## src/rtl/cnt_pkg.sv

```systemverilog
package cnt_pkg;
  typedef enum logic [1:0] {
    OP_HOLD = 2'd0,
    OP_INC  = 2'd1,
    OP_LOAD = 2'd2
  } cnt_op_e;
endpackage

```

## src/rtl/cnt_toggle_chain.sv

```systemverilog
module cnt_toggle_chain #(
  parameter int WIDTH = 4
) (
  input  logic [WIDTH-1:0] value_i,
  input  logic             en_i,
  output logic [WIDTH-1:0] toggle_o
);
  // Parallel gating: each bit sees one wide AND of all lower bits.
  for (genvar b = 0; b < WIDTH; b++) begin : g_bit
    if (b == 0) begin : g_lsb
      assign toggle_o[b] = en_i;
    end else begin : g_upper
      assign toggle_o[b] = en_i & (&value_i[b-1:0]);
    end
  end
endmodule

```

## src/rtl/cnt_ctrl.sv

```systemverilog
module cnt_ctrl
  import cnt_pkg::*;
#(
  parameter int WIDTH       = 4,
  parameter int DECADE_LAST = 9
) (
  input  logic [WIDTH-1:0] value_i,
  input  logic [WIDTH-1:0] data_i,
  input  logic             load_i,
  input  logic             count_i,
  input  logic             decade_i,
  output cnt_op_e          op_o,
  output logic [WIDTH-1:0] load_val_o,
  output logic             carry_o
);
  localparam logic [WIDTH-1:0] LastDec = WIDTH'(DECADE_LAST);
  localparam logic [WIDTH-1:0] AllOnes = '1;

  logic at_dec_last;
  logic at_bin_last;
  logic wrap_dec;

  assign at_dec_last = (value_i == LastDec);
  assign at_bin_last = (value_i == AllOnes);
  assign wrap_dec    = decade_i & at_dec_last & count_i & ~load_i;

  always_comb begin
    op_o       = OP_HOLD;
    load_val_o = data_i;
    if (load_i) begin
      op_o = OP_LOAD;
    end else if (wrap_dec) begin
      // decade wrap reuses the load path with a zero value
      op_o       = OP_LOAD;
      load_val_o = '0;
    end else if (count_i) begin
      op_o = OP_INC;
    end
  end

  assign carry_o = count_i & ~load_i & (decade_i ? at_dec_last : at_bin_last);
endmodule

```

## src/rtl/loadable_counter.sv

```systemverilog
module loadable_counter
  import cnt_pkg::*;
#(
  parameter int WIDTH       = 4,
  parameter int DECADE_LAST = 9
) (
  input  logic             clk_i,
  input  logic             rst_ni,
  input  logic             load_i,
  input  logic             count_i,
  input  logic [WIDTH-1:0] data_i,
  input  logic             decade_i,
  output logic [WIDTH-1:0] value_o,
  output logic             carry_o
);
  cnt_op_e          op;
  logic [WIDTH-1:0] load_val;
  logic [WIDTH-1:0] toggle;
  logic [WIDTH-1:0] value_q;
  logic [WIDTH-1:0] value_d;

  cnt_ctrl #(.WIDTH(WIDTH), .DECADE_LAST(DECADE_LAST)) u_ctrl (
    .value_i   (value_q),
    .data_i    (data_i),
    .load_i    (load_i),
    .count_i   (count_i),
    .decade_i  (decade_i),
    .op_o      (op),
    .load_val_o(load_val),
    .carry_o   (carry_o)
  );

  cnt_toggle_chain #(.WIDTH(WIDTH)) u_chain (
    .value_i (value_q),
    .en_i    (op == OP_INC),
    .toggle_o(toggle)
  );

  always_comb begin
    unique case (op)
      OP_LOAD: value_d = load_val;
      OP_INC:  value_d = value_q ^ toggle;
      default: value_d = value_q;
    endcase
  end

  always_ff @(posedge clk_i or negedge rst_ni) begin
    if (!rst_ni) value_q <= '0;
    else         value_q <= value_d;
  end

  assign value_o = value_q;
endmodule

```

## config.mk

```make
export PLATFORM = sky130hd
export DESIGN_NAME = loadable_counter
export DESIGN_NICKNAME = d
export VERILOG_FILES = /design/src/rtl/cnt_pkg.sv /design/src/rtl/cnt_toggle_chain.sv /design/src/rtl/cnt_ctrl.sv /design/src/rtl/loadable_counter.sv
export SDC_FILE = /design/constraint.sdc
export NUM_CORES = 1
export LEC_CHECK = 0
export ABC_AREA = 1
export BUFFER_PORTS_ARGS = -buffer_cell sky130_fd_sc_hd__buf_2
export CORE_AREA = 8 8 45 47
export DETAILED_ROUTE_END_ITERATION = 7
export DIE_AREA = 0 0 53 55
export MAX_ROUTING_LAYER = met4
export PLACE_DENSITY_LB_ADDON = 0.1
export SYNTH_ARGS = -nofsm -noshare
export SYNTH_HDL_FRONTEND = slang
export SYNTH_HIERARCHICAL = 1
export SYNTH_SLANG_ARGS = --single-unit
```

## constraint.sdc

```tcl
create_clock -name clk_i -period 1.7 [get_ports clk_i]
set_clock_uncertainty 0.05 [all_clocks]
set_input_delay 0.085 -clock clk_i [delete_from_list [all_inputs] [get_ports clk_i]]
set_output_delay 0.085 -clock clk_i [all_outputs]
set_load 0.005 [all_outputs]
```

==> flow_metrics.tcl <==
set metrics [dict create \
    synthCells 81 \
    place_inst 113 \
    wirelength_um 1170 \
    fin_area_um2 673.1 \
    rsz0062_at_grt "yes" \
    finalMaxSlewViolations 0 \
    setup_violations 0 \
    placed_area_um2 578.1 \
    slew_headroom_pct 82.81 \
    crit_slowest_cell "dfrtp_1" \
    worst_pin_slew_ps 257.5 \
    p_leak_uw 0.0003752 \
    min_period_over_period_pct 93.35 \
    drv_cap 0 \
    cts_buffers 3 \
    cts_tree "yes" \
    min_period_ps 1587 \
    largest_reg_flops 4 \
    worstPathMaxFanout 6 \
    worstPathArrival_ps 1650 \
    synth_fp_nets 92 \
    drive_gt1_share_pct 44.23 \
    finalNonFillerCells 120 \
    vdd.ir_drop.worst_v 0.0002344 \
    initial_utilization_pct 35.17 \
    n_antenna_cell 0 \
    routabilityCongestion 0.7773 \
    startpoint_type "flop" \
    ys_types 16 \
    antenna_found_initial 0 \
    core_um2 1384 \
    fmax_mhz 630.1 \
    final_util_pct 48.64 \
    die_h_um 55 \
    grt_pass1_vias 494 \
    syn_area_per_cell_um2 6.009 \
    pwr_density_cell_nw_per_um2 700.9 \
    cts_max_path_buffers 2 \
    ys_ff_latch 4 \
    clk_pin_slew_ps 40 \
    cts.sinks 4 \
    status "complete, no violations" \
    grt_max_degree 9 \
    groute.usage.overall_pct 9.938 \
    crit_path_end_kind "flop" \
    crit_buf_inv 3 \
    crit_chain "inv_2 -> nand3_2 -> nor2_4 -> nand2_1 -> nand2_1 -> inv_2 -> ha_4 -> nand2_2 -> inv_2 -> nand2_2 -> nand3_1 -> nand2_1 -> nand2_1" \
    io_pins 14 \
    htreeDepth 1 \
    max_stage_delay_ps 370 \
    area_growth_pct 38.30 \
    final-hold-violation-count 0 \
    hold_class "input port to asynchronous set/reset pin" \
    worstPathRequired_ps 1770 \
    vias_per_cell 4.275 \
    synth_area_um2 486.7 \
    grt_pass1_wl_um 2076 \
    critical_path_class "flop to flop" \
    die_w_um 53 \
    grt_overflow 0 \
    crit_family "simple AND/OR/NAND/NOR gates" \
    hpwl_um 915.8 \
    dr_total_vias 513 \
    cp_common_cell "nand2_1" \
    drc 0 \
    io_buffers 13 \
    clockRootBuffer "clkbuf_4" \
    ys_seq_area_share_pct 20.57 \
    yosysWarnings 6 \
    die_area_um2 2915 \
    fin_nets 117 \
    insertion_delay_ps 230 \
    wl_per_cell_um 9.750 \
    antenna_left 0 \
    drtIter0Drc 11 \
    drt_pass1_iterations 4 \
    std_cell_rows 14 \
]
through the flow:
stage	TNS [ps]	worst slack, ps	power (uW)	hold slack, ps
5_1_grt	-68.44	-29.71	522.5	156.6
2_1_floorplan	0	90.30	255.4	-260.6
6_report	0	113.1	471.8	134.9
3_3_place_gp	0	95.55	326.6	-152.6
4_1_cts	0	53.51	456.6	129.9
3_5_place_dp	0	63.74	327.0	-151.9
power by group:
group | switching (uW) | internal [uW]
clock network | 37.8 | 78.9
registers | 11.6 | 115
logic | 125 | 104
total | 174 | 298
metal layers:
metal | vias to the layer above | global-route usage [%] | part of all wire, %
li1 | 285 | - | -
met1 | 214 | 11.79 | 49
met2 | 12 | 14.26 | 43
met3 | 2 | 2.139 | 6.9
met4 | 0 | 7.759 | 0.85
met5 | - | - | 0
synthesized netlist by cell type:
cell | instances | area (um^2)
nand2_2 | 1 | 6.260
buf_6 | 1 | 11.26
ha_1 | 2 | 25.02
nand4_1 | 1 | 6.260
a21oi_1 | 4 | 20.02
nor2_1 | 7 | 26.28
buf_4 | 1 | 7.510
inv_1 | 20 | 75.07
nor2_4 | 2 | 22.52
buf_12 | 1 | 20.02
nand2_1 | 26 | 97.59
dfrtp_1 | 4 | 100.1
inv_2 | 1 | 3.750
nor2_2 | 4 | 25.02
nand3_1 | 4 | 20.02
nand3_2 | 2 | 20.02
worst reg2reg max path, cell delays in order, from the launching register on:
cell and delay (ps):
dfrtp_1 370, inv_2 60, nand3_2 70, nor2_4 190, nand2_1 80, nand2_1 80, inv_2 60, ha_4 180
nand2_2 70, inv_2 40, nand2_2 40, nand3_1 50, nand2_1 70, nand2_1 50
worst paths after layout:
path	start	end	slack, ps	depth (start not counted)
worst max-delay path	value_o[2]$_DFFE_PN0P_	value_o[1]$_DFFE_PN0P_	110	13
worst max register to register	value_o[2]$_DFFE_PN0P_	value_o[1]$_DFFE_PN0P_	110	13
worst min register to register	value_o[3]$_DFFE_PN0P_	value_o[3]$_DFFE_PN0P_	570	3
worst min-delay path	rst_ni	value_o[3]$_DFFE_PN0P_	130	2
min in group clk_i	data_i[3]	value_o[3]$_DFFE_PN0P_	220	7
max in group asynchronous	rst_ni	value_o[1]$_DFFE_PN0P_	1340	2
layout by cell type (no fill, tap or decap):
cell           instances
dlygate4sd3_1          1
nor2_2                 5
nand2_2                3
nand3_2                1
ha_4                   2
nor2_4                 2
dfrtp_1                4
buf_2                 13
inv_1                 14
clkbuf_4               3
nand2_1               24
a21oi_1                4
nand4_1                1
buf_4                  9
inv_2                  7
nor2_1                 6
nand3_4                1
nand3_1                4
area by class of cell:
cell class                 count  area [um^2]
inverter                      21        78.83
tap                           16        20.02
fill                         139        710.7
sequential                     4        100.1
clock buffer                   3        22.52
timing repair buffer          23        142.6
multi-input combinational     53        309.0
cells by family (layout without fill, tap and decap cells):
logic type      count (synthesis)  after routing  synth area share, %
simple gates                   47             47                46.02
buf+inv                        24             47                24.16
compound gates                  4              4                4.113
flops                           4              4                20.57
fa+ha+maj                       2              2                5.141
what timing repair did:
item	in CTS	in global routing
endpoints found under the setup margin	0	4
hold endpoints to repair	4	0
hold buffers	1	0
resized for setup	0	14
buffers inserted	0	3
Note: power is estimated with default switching activity, not from simulation.
